`src/rtl/pmic_pwr_pkg.sv`:
```
`timescale 1ns/1ps
package pmic_pwr_pkg;

  typedef enum logic [1:0] {
    PS_OFF    = 2'b00,
    PS_ACTIVE = 2'b01,
    PS_SLEEP  = 2'b10
  } pwr_state_e;

  localparam logic [1:0] REG_LDO_KEEP = 2'd0;
  localparam logic [1:0] REG_SW_KEEP  = 2'd1;
  localparam logic [1:0] REG_CLK_CTL  = 2'd2;
  localparam logic [1:0] REG_RST_DLY  = 2'd3;

  // {enable, low_power} for one rail
  function automatic logic [1:0] rail_ctrl(pwr_state_e st, logic keep, logic kill);
    logic [1:0] r;
    r = 2'b00;
    if (!kill) begin
      case (st)
        PS_ACTIVE: r = 2'b10;
        PS_SLEEP:  r = {1'b1, ~keep};
        default:   r = 2'b00;
      endcase
    end
    return r;
  endfunction

  function automatic logic clk_ctrl(pwr_state_e st, logic act_on, logic sleep_keep,
                                    logic kill);
    logic c;
    c = 1'b0;
    if (!kill) begin
      case (st)
        PS_ACTIVE: c = act_on;
        PS_SLEEP:  c = sleep_keep;
        default:   c = 1'b0;
      endcase
    end
    return c;
  endfunction

endpackage

```
`src/rtl/pmic_cfg_regs.sv`:
```
`timescale 1ns/1ps
module pmic_cfg_regs
  import pmic_pwr_pkg::*;
#(
  parameter int NUM_LDO     = 8,
  parameter int NUM_SW      = 4,
  parameter int DATA_W      = 8,
  parameter int RST_W       = 4,
  parameter int RST_DLY_DEF = 4
) (
  input  logic               clk,
  input  logic               rst_n,
  input  logic               wr_en,
  input  logic [1:0]         wr_addr,
  input  logic [DATA_W-1:0]  wr_data,
  output logic [NUM_LDO-1:0] ldo_keep,
  output logic [NUM_SW-1:0]  sw_keep,
  output logic               clk_keep,
  output logic               clk_act_on,
  output logic [RST_W-1:0]   rst_dly
);

  logic unused_wdata_bits;
  assign unused_wdata_bits = ^wr_data;

  always_ff @(posedge clk or negedge rst_n) begin
    if (!rst_n) begin
      ldo_keep   <= '0;
      sw_keep    <= '0;
      clk_keep   <= 1'b0;
      clk_act_on <= 1'b1;
      rst_dly    <= RST_W'(RST_DLY_DEF);
    end else if (wr_en) begin
      case (wr_addr)
        REG_LDO_KEEP: ldo_keep <= wr_data[NUM_LDO-1:0];
        REG_SW_KEEP: begin
          sw_keep  <= wr_data[NUM_SW-1:0];
          clk_keep <= wr_data[NUM_SW];
        end
        REG_CLK_CTL: clk_act_on <= wr_data[0];
        default:     rst_dly    <= wr_data[RST_W-1:0];
      endcase
    end
  end


  dly_write_chk: assert property (@(posedge clk) disable iff (!rst_n)
    (wr_en && wr_addr == REG_RST_DLY) |=> (rst_dly == $past(wr_data[RST_W-1:0])));


  ldo_write_chk: assert property (@(posedge clk) disable iff (!rst_n)
    (wr_en && wr_addr == REG_LDO_KEEP) |=> (ldo_keep == $past(wr_data[NUM_LDO-1:0])));

endmodule

```
`src/rtl/pmic_mode_fsm.sv`:
```
`timescale 1ns/1ps
module pmic_mode_fsm
  import pmic_pwr_pkg::*;
#(
  parameter int NUM_EN    = 2,
  parameter int GRACE_CYC = 16
) (
  input  logic              clk,
  input  logic              rst_n,
  input  logic              hold_in,
  input  logic              btn_press,
  input  logic              sleep_req,
  input  logic [NUM_EN-1:0] host_en,
  input  logic              irq_pend,
  input  logic              pwr_dis,
  input  logic              shutdown_req,
  output pwr_state_e        state,
  output logic              boot_entry,
  output logic              hold_rise
);

  localparam int GRACE_W = $clog2(GRACE_CYC + 1);

  pwr_state_e         st_q, st_d;
  logic               hold_q;
  logic               hold_fall;
  logic               wake_lock_q;
  logic               grace_arm_q;
  logic [GRACE_W-1:0] grace_cnt_q;
  logic               btn_boot;
  logic               btn_wake;
  logic               sleep_block;
  logic               grace_expire;

  assign hold_rise    = hold_in & ~hold_q;
  assign hold_fall    = ~hold_in & hold_q;
  assign sleep_block  = wake_lock_q & irq_pend;
  assign grace_expire = (st_q == PS_ACTIVE) && grace_arm_q && (grace_cnt_q == '0) &&
                        !hold_in && (host_en == '0);
  assign state        = st_q;
  assign boot_entry   = (st_q == PS_OFF) && (st_d == PS_ACTIVE);

  always_comb begin
    st_d     = st_q;
    btn_boot = 1'b0;
    btn_wake = 1'b0;
    if (shutdown_req) begin
      st_d = PS_OFF;
    end else begin
      case (st_q)
        PS_OFF: begin
          if (!pwr_dis && hold_rise) begin
            st_d = PS_ACTIVE;
          end else if (!pwr_dis && btn_press) begin
            st_d     = PS_ACTIVE;
            btn_boot = 1'b1;
          end
        end
        PS_ACTIVE: begin
          if (hold_fall || grace_expire) st_d = PS_OFF;
          else if (sleep_req && !sleep_block) st_d = PS_SLEEP;
        end
        PS_SLEEP: begin
          if (hold_fall) begin
            st_d = PS_OFF;
          end else if (btn_press) begin
            st_d     = PS_ACTIVE;
            btn_wake = 1'b1;
          end
        end
        default: st_d = PS_OFF;
      endcase
    end
  end

  always_ff @(posedge clk or negedge rst_n) begin
    if (!rst_n) begin
      st_q        <= PS_OFF;
      hold_q      <= 1'b0;
      wake_lock_q <= 1'b0;
      grace_arm_q <= 1'b0;
      grace_cnt_q <= '0;
    end else begin
      st_q   <= st_d;
      hold_q <= hold_in;
      if (btn_wake)                           wake_lock_q <= 1'b1;
      else if (!irq_pend || st_d != PS_ACTIVE) wake_lock_q <= 1'b0;
      if (st_d != PS_ACTIVE) begin
        grace_arm_q <= 1'b0;
      end else if (btn_boot) begin
        grace_arm_q <= 1'b1;
        grace_cnt_q <= GRACE_W'(GRACE_CYC);
      end else if (grace_arm_q) begin
        if (grace_cnt_q == '0) grace_arm_q <= 1'b0;
        else                   grace_cnt_q <= grace_cnt_q - 1'b1;
      end
    end
  end


  shutdown_off_chk: assert property (@(posedge clk) disable iff (!rst_n)
    shutdown_req |=> (st_q == PS_OFF));


  hold_fall_off_chk: assert property (@(posedge clk) disable iff (!rst_n)
    hold_fall |=> (st_q == PS_OFF));


  no_sleep_from_off_chk: assert property (@(posedge clk) disable iff (!rst_n)
    (st_q == PS_OFF) |=> (st_q != PS_SLEEP));


  wake_lock_hold_chk: assert property (@(posedge clk) disable iff (!rst_n)
    (st_q == PS_ACTIVE && wake_lock_q && irq_pend) |=> (st_q != PS_SLEEP));


  dis_blocks_chk: assert property (@(posedge clk) disable iff (!rst_n)
    (st_q == PS_OFF && pwr_dis) |=> (st_q == PS_OFF));

endmodule

```
`src/rtl/pmic_rst_timer.sv`:
```
`timescale 1ns/1ps
module pmic_rst_timer
  import pmic_pwr_pkg::*;
#(
  parameter int RST_W = 4
) (
  input  logic             clk,
  input  logic             rst_n,
  input  pwr_state_e       state,
  input  logic             boot_entry,
  input  logic [RST_W-1:0] rst_dly,
  output logic             cpu_rst_n
);

  logic [RST_W-1:0] cnt_q;

  always_ff @(posedge clk or negedge rst_n) begin
    if (!rst_n) begin
      cnt_q <= '0;
    end else if (boot_entry) begin
      cnt_q <= rst_dly;
    end else if (state != PS_OFF && cnt_q != '0) begin
      cnt_q <= cnt_q - 1'b1;
    end
  end

  assign cpu_rst_n = (state != PS_OFF) && (cnt_q == '0);


  off_holds_rst_chk: assert property (@(posedge clk) disable iff (!rst_n)
    (state == PS_OFF) |-> !cpu_rst_n);


  entry_rst_chk: assert property (@(posedge clk) disable iff (!rst_n)
    (boot_entry && rst_dly != '0) |=> !cpu_rst_n);

endmodule

```
`src/rtl/pmic_out_map.sv`:
```
`timescale 1ns/1ps
module pmic_out_map
  import pmic_pwr_pkg::*;
#(
  parameter int NUM_LDO = 8,
  parameter int NUM_SW  = 4
) (
  input  logic               clk,
  input  logic               rst_n,
  input  pwr_state_e         state,
  input  logic               kill,
  input  logic [NUM_LDO-1:0] ldo_keep,
  input  logic [NUM_SW-1:0]  sw_keep,
  input  logic               clk_keep,
  input  logic               clk_act_on,
  output logic [NUM_LDO-1:0] ldo_en,
  output logic [NUM_LDO-1:0] ldo_lp,
  output logic [NUM_SW-1:0]  sw_en,
  output logic [NUM_SW-1:0]  sw_lp,
  output logic               clk32k_en
);

  for (genvar i = 0; i < NUM_LDO; i++) begin : g_ldo
    assign {ldo_en[i], ldo_lp[i]} = rail_ctrl(state, ldo_keep[i], kill);
  end

  for (genvar j = 0; j < NUM_SW; j++) begin : g_sw
    assign {sw_en[j], sw_lp[j]} = rail_ctrl(state, sw_keep[j], kill);
  end

  assign clk32k_en = clk_ctrl(state, clk_act_on, clk_keep, kill);


  off_rails_chk: assert property (@(posedge clk) disable iff (!rst_n)
    (state == PS_OFF) |-> (ldo_en == '0 && sw_en == '0 && ldo_lp == '0 && sw_lp == '0));


  active_full_chk: assert property (@(posedge clk) disable iff (!rst_n)
    (state == PS_ACTIVE && !kill) |-> (ldo_lp == '0 && sw_lp == '0 && ldo_en == '1));

endmodule

```
`src/rtl/pmic_pwr_ctrl.sv`:
```
`timescale 1ns/1ps
module pmic_pwr_ctrl
  import pmic_pwr_pkg::*;
#(
  parameter int NUM_LDO     = 8,
  parameter int NUM_SW      = 4,
  parameter int NUM_EN      = 2,
  parameter int DATA_W      = 8,
  parameter int RST_W       = 4,
  parameter int RST_DLY_DEF = 4,
  parameter int GRACE_CYC   = 16
) (
  input  logic               clk,
  input  logic               rst_n,
  input  logic               hold_in,
  input  logic               btn_press,
  input  logic               sleep_req,
  input  logic [NUM_EN-1:0]  host_en,
  input  logic               irq_pend,
  input  logic               pwr_dis,
  input  logic               shutdown_req,
  input  logic               wr_en,
  input  logic [1:0]         wr_addr,
  input  logic [DATA_W-1:0]  wr_data,
  output logic [NUM_LDO-1:0] ldo_en,
  output logic [NUM_LDO-1:0] ldo_lp,
  output logic [NUM_SW-1:0]  sw_en,
  output logic [NUM_SW-1:0]  sw_lp,
  output logic               clk32k_en,
  output logic               cpu_rst_n,
  output logic               hold_rise_irq,
  output logic [1:0]         state_o
);

  pwr_state_e         state;
  logic               boot_entry;
  logic [NUM_LDO-1:0] ldo_keep;
  logic [NUM_SW-1:0]  sw_keep;
  logic               clk_keep;
  logic               clk_act_on;
  logic [RST_W-1:0]   rst_dly;

  pmic_cfg_regs #(
    .NUM_LDO(NUM_LDO), .NUM_SW(NUM_SW), .DATA_W(DATA_W),
    .RST_W(RST_W), .RST_DLY_DEF(RST_DLY_DEF)
  ) u_regs (
    .clk(clk), .rst_n(rst_n), .wr_en(wr_en), .wr_addr(wr_addr), .wr_data(wr_data),
    .ldo_keep(ldo_keep), .sw_keep(sw_keep), .clk_keep(clk_keep),
    .clk_act_on(clk_act_on), .rst_dly(rst_dly)
  );

  pmic_mode_fsm #(.NUM_EN(NUM_EN), .GRACE_CYC(GRACE_CYC)) u_fsm (
    .clk(clk), .rst_n(rst_n), .hold_in(hold_in), .btn_press(btn_press),
    .sleep_req(sleep_req), .host_en(host_en), .irq_pend(irq_pend),
    .pwr_dis(pwr_dis), .shutdown_req(shutdown_req), .state(state),
    .boot_entry(boot_entry), .hold_rise(hold_rise_irq)
  );

  pmic_rst_timer #(.RST_W(RST_W)) u_rst (
    .clk(clk), .rst_n(rst_n), .state(state), .boot_entry(boot_entry),
    .rst_dly(rst_dly), .cpu_rst_n(cpu_rst_n)
  );

  pmic_out_map #(.NUM_LDO(NUM_LDO), .NUM_SW(NUM_SW)) u_out (
    .clk(clk), .rst_n(rst_n), .state(state), .kill(shutdown_req),
    .ldo_keep(ldo_keep), .sw_keep(sw_keep), .clk_keep(clk_keep),
    .clk_act_on(clk_act_on), .ldo_en(ldo_en), .ldo_lp(ldo_lp),
    .sw_en(sw_en), .sw_lp(sw_lp), .clk32k_en(clk32k_en)
  );

  assign state_o = state;


  shutdown_kill_chk: assert property (@(posedge clk) disable iff (!rst_n)
    shutdown_req |-> (ldo_en == '0 && sw_en == '0 && !clk32k_en));


  off_clock_chk: assert property (@(posedge clk) disable iff (!rst_n)
    (state_o == 2'b00) |-> !clk32k_en);

endmodule

```
`config.mk`:
```
export PLATFORM = sky130hd
export DESIGN_NAME = pmic_pwr_ctrl
export DESIGN_NICKNAME = d
export VERILOG_FILES = /design/src/rtl/pmic_pwr_pkg.sv /design/src/rtl/pmic_cfg_regs.sv /design/src/rtl/pmic_mode_fsm.sv /design/src/rtl/pmic_rst_timer.sv /design/src/rtl/pmic_out_map.sv /design/src/rtl/pmic_pwr_ctrl.sv
export SDC_FILE = /design/constraint.sdc
export NUM_CORES = 1
export LEC_CHECK = 0
export BUFFER_PORTS_ARGS = -buffer_cell sky130_fd_sc_hd__buf_2
export CELL_PAD_IN_SITES_DETAIL_PLACEMENT = 1
export CELL_PAD_IN_SITES_GLOBAL_PLACEMENT = 2
export CORE_MARGIN = 2
export CORE_UTILIZATION = 35
export DETAILED_ROUTE_END_ITERATION = 8
export GPL_ROUTABILITY_DRIVEN = 0
export PLACE_DENSITY_LB_ADDON = 0.1
export REMOVE_ABC_BUFFERS = 1
export SETUP_SLACK_MARGIN = 0.2
export SYNTH_ARGS = -nofsm -noshare
export SYNTH_HDL_FRONTEND = slang
export SYNTH_HIERARCHICAL = 1
export SYNTH_SLANG_ARGS = --single-unit
```
`constraint.sdc`:
```
create_clock -name clk -period 5.95 [get_ports clk]
set_input_delay 1.19 -clock clk [delete_from_list [all_inputs] [get_ports clk]]
set_output_delay 1.19 -clock clk [all_outputs]
set_load 0.005 [all_outputs]
```
After elaboration in Yosys (flattened, before gate mapping):

Cells that the tools add are included.

* logic and storage cells: 124
* input bits: 21
* output and inout bits: 29
* bits in registers: 32

* bitwise logic cells: 19
* equal/unequal tests: 7
* reduce and logical (&&, ||, !) cells: 32
* mux-type cells: 53
* $add $sub $neg: 2

Operators by type and width (number)
* 2-bit one-hot mux with 2 select lines: 12
* 2-bit two-way mux: 19
* 1-bit NOT: 16
* 1-bit two-way mux: 15
* 5-bit two-way mux: 3
* 1-bit logical AND: 10
* 4-bit two-way mux: 2
* 2-bit AND reduction: 4
* 2-bit nonzero test: 4
* 2-bit by 1-bit equality test with 1-bit output, second input constant: 3
* 2-bit logical NOT: 3
* 2-bit one-hot mux with 3 select lines: 1
* 5-bit logical NOT: 1
* 5-bit by 1-bit subtractor with 5-bit output, second input constant: 1
* 2-bit equality test, second input constant: 2
* 1-bit logical NOT: 4
* 4-bit logical NOT: 1
* 2-bit by 1-bit inequality test with 1-bit output, second input constant: 2
* 4-bit nonzero test: 1
* 4-bit by 1-bit subtractor with 4-bit output, second input constant: 1
* 1-bit AND: 3
* 3-bit AND reduction: 1
* 3-bit OR reduction: 1
* 1-bit logical OR: 2
* 1-bit one-hot mux with 2 select lines: 1

Depth between registers and ports, before layout:

* word-level depth: 13
* mapped depth: 9

Modules after synthesis:

The synthesis kept the hierarchy.

By module, submodules not included
* pmic_cfg_regs: instances 1, area each 694.4 µm², cells each 40, seq. area each 452.9 µm²
* pmic_mode_fsm: instances 1, area each 648.1 µm², cells each 66, seq. area each 250.2 µm²
* pmic_rst_timer: instances 1, area each 256.5 µm², cells each 27, seq. area each 100.1 µm²
* pmic_out_map: instances 1, area each 231.5 µm², cells each 32, seq. area each 0.0 µm²

Worst setup path after synthesis:

Ideal clock, no wire load.

* path type: input port to output port
* start: input port shutdown_req
* end: output port ldo_en[1]
* arrival: 1.848 ns
* slack: 2.912 ns
* stages: 2
* path buffers: 1
* path through: nor2_1 > buf_4

* cells in the longest elaborated chain, start to end: 1

RTL lines
* start: declaration: RTL line pmic_pwr_ctrl.sv:21 `input logic shutdown_req,`
* 2-bit two-way mux: RTL line pmic_pwr_pkg.sv:19 `if (!kill) begin`
* end: declaration: RTL line pmic_pwr_ctrl.sv:25 `output logic [NUM_LDO-1:0] ldo_en,`

No other way between the ends.

Worst setup path after layout:

* start: input port shutdown_req
* end: output port ldo_en[5]

The elaborated chain is that of the path after synthesis.

==> run summary <==
===============================================================================================
Critical Path Slowest Stage Cell                                                   sky130_fd_sc_hd__nor2_1
Maximum fanout encountered on the critical timing path                                       12
Hold Slack                                                                            0.5044 ns
Largest net degree at the start of global routing                                            33
Setup slack of the worst register-to-register path                                      3.61 ns
Final setup skew                                                                    0.002150 ns
Deepest clock path buffer count                                                               2
Cell Area, Synth                                                                       1831 µm²
Library cell appearing most often on the critical path                             sky130_fd_sc_hd__buf_2
Worst slew margin relative to its limit                                                  0.4652
Fraction of registers with async set or reset after synthesis                             1.000
Slew at the pin with the worst max-slew slack                                         0.7956 ns
Total power per unit cell area                                                     302.9 nW/µm²
Global router's overall resource usage                                                   0.1621
Dominant delay contributor by cell family on the critical path                     simple AND/OR/NAND/NOR gates
Flops & latches, synth                                                                       32
FF+latch area                                                                         803.3 µm²
Root buffer cell                                                                   sky130_fd_sc_hd__clkbuf_8
TritonCTS buffer count                                                                        5
Period utilization                                                                       0.5370
Worst Hold Class                                                                   flop to flop
Most used DFF post-synth                                                           sky130_fd_sc_hd__dfrtp_1
Highest clock frequency the design can meet                                           312.9 MHz
Average wire length per cell after detail routing                                      15.29 µm
Worst Setup Slack, final                                                               2.755 ns
Number of buffers inserted to repair setup after CTS                                          0
Number of warnings issued by yosys                                                            6
Final core utilization                                                                   0.4305
First-pass iteration count of the detailed router                                             4
CP peak stage delay                                                                     0.45 ns
Die Span X                                                                             76.32 µm
Post-cts hold buffer count                                                                    0
Initial antenna violation count                                                               0
Critical path arrival                                                                   2.01 ns
Category of the critical setup timing path                                         input pin to output port
Clock input transition at the sequential cells of the worst setup and hold paths        0.07 ns
Finish-stage setup viols                                                                      0
Cell breakdown of the critical path                                                buf_2 -> nor2_1 -> buf_2
Final nets                                                                                  235
Number of filler instances in the final layout                                              618
Total half-perimeter wirelength after legalization and detailed placement               3217 µm
Initial core utilization                                                                 0.3607
Number of gates resized after cts                                                             0
PnR Total Power                                                                       0.6618 mW
Most frequent cells in the layout                                                  sky130_fd_sc_hd__buf_2 (49), sky130_fd_sc_hd__dfrtp_1 (30), sky130_fd_sc_hd__mux2_2 (18)
H-tree depth                                                                                  2
Final antenna diode count                                                                     0
CTS tree                                                                                   done
Drt drc                                                                                       0
First-iteration detailed-routing DRC count                                                   45
Area delta synth->final                                                                  19.34%
Max rail drop VDD                                                                   0.0001332 V
Routed wire length                                                                      4280 µm
First-pass GRT wire length                                                              7458 µm
Hold violation total from the final report                                                    0
RSZ-0062 raised after global routing                                                         no
Area of the multi-input gates                                                         903.4 µm²
Total instance count after detailed placement                                               272
Clock insertion delay at the later pin of the skew report                               0.28 ns
Clk sinks                                                                                    32
Fraction of layout instances using a drive strength above 1                              0.4667
Setup crit start kind                                                                 input pin
Die Footprint                                                                          5825 µm²
Vias in the first global route                                                             1469
Row count                                                                                    26
Area of the core                                                                       5075 µm²
Share of the yosys chip area belonging to registers                                      0.4388
Number of nets with antenna violations after routing                                          0
Most common cell after layout, fill and taps aside                                 sky130_fd_sc_hd__buf_2
Number of primary I/O pins                                                                   50
Buffers on Ports                                                                             49
Number of enable-type register cells in the synthesized netlist                               0
Cell Count, Final, Fillers Out                                                              280
Synthesized area divided by synthesized cell count                                    11.09 µm²
Number of vias in the routed layout                                                        1373
Total gr overflow                                                                             0
Number of distinct library cells after synthesis                                             48
Gate Count Post-Synth                                                                       165
Crit path capture type                                                              output port
Post-detailed-placement cell area                                                      2069 µm²
Required arrival time at the worst endpoint                                             4.76 ns
Die height                                                                             76.32 µm
LEAKAGE                                                                               0.9914 nW
Final TNS setup                                                                            0 ns
Minimum clock period                                                                   3.195 ns
Outcome                                                                            finished, final reports clean
Pins over their slew limit                                                                    0
Area of all placed cells without fillers                                               2185 µm²
Worst setup timing slack at the placement stage                                        2.704 ns
Max cap viols                                                                                 0
Number of vias per cell                                                                   4.904
Buffers & Inverters on Critical Path                                                          2
===============================================================================================
[Yosys cell counts (3+ instances only)]
| cell type | count | area (µm²) |
|---|---|---|
| sky130_fd_sc_hd__o21a_1 | 3 | 22.52 |
| sky130_fd_sc_hd__mux2_2 | 18 | 202.7 |
| sky130_fd_sc_hd__nor2_2 | 9 | 56.30 |
| sky130_fd_sc_hd__buf_4 | 11 | 82.58 |
| sky130_fd_sc_hd__ha_1 | 5 | 62.56 |
| sky130_fd_sc_hd__nand3b_1 | 4 | 30.03 |
| sky130_fd_sc_hd__nor4b_1 | 3 | 26.28 |
| sky130_fd_sc_hd__nand2_1 | 7 | 26.28 |
| sky130_fd_sc_hd__inv_1 | 8 | 30.03 |
| sky130_fd_sc_hd__nor2b_1 | 5 | 31.28 |
| sky130_fd_sc_hd__dfrtp_1 | 30 | 750.7 |
| sky130_fd_sc_hd__nand2b_1 | 4 | 25.02 |
| sky130_fd_sc_hd__nor2_1 | 10 | 37.54 |
| sky130_fd_sc_hd__nor3_1 | 3 | 15.01 |
| sky130_fd_sc_hd__o21ai_0 | 5 | 25.02 |
[final timing paths]
path | start | to | cells after the start
setup / recovery | shutdown_req | ldo_en[5] | 3
hold / removal | u_regs/rst_dly[3] | u_rst/cnt_q[3] | 1
setup reg to reg | u_fsm/state[1] | u_rst/cnt_q[3] | 6
hold reg to reg | u_regs/rst_dly[3] | u_rst/cnt_q[3] | 1
max in group asynchronous | rst_n | u_regs/rst_dly[3] | 1
min in group asynchronous | rst_n | u_regs/ldo_keep[7] | 1
[flip-flops by register name, summed over array words and instances (netlist names), 2 cells and up]
register	flops
u_fsm/grace_cnt_q	5
u_fsm/state	2
u_regs/sw_keep	4
u_regs/rst_dly	4
u_regs/ldo_keep	8
u_rst/cnt_q	4
[cell type report]
class	instances	share of cell area
multi-input cells	113	0.4135
flip-flops and latches	32	0.3677
repair buffers	49	0.1123
well taps	70	0.04009
clock buffers	5	0.03150
clock inverters	3	0.02119
inverters	8	0.01375
[where the power goes]
part	switching, mW	internal (mW)	leakage [nW]
clock	0.0916	0.126	0.0548
sequential	0.0346	0.264	0.385
combinational	0.0700	0.0752	0.552
total	0.196	0.466	0.991
[cells by family after synthesis]
family          after synthesis  share of synthesized area
compound gates               29                     0.1292
fa+ha+maj                     5                    0.03418
buf+inv                      20                    0.06767
flops                        32                     0.4388
mux                          21                     0.1278
simple gates                 58                     0.2023
[metal layers]
metal / GRT usage / wire, µm
met1: 0.2038 / 1967
met2: 0.2717 / 2028
met3: 0.04502 / 227
met4: 0.04909 / 56
met5: 0 / 0
Note: power is estimated with default switching activity, not from simulation.
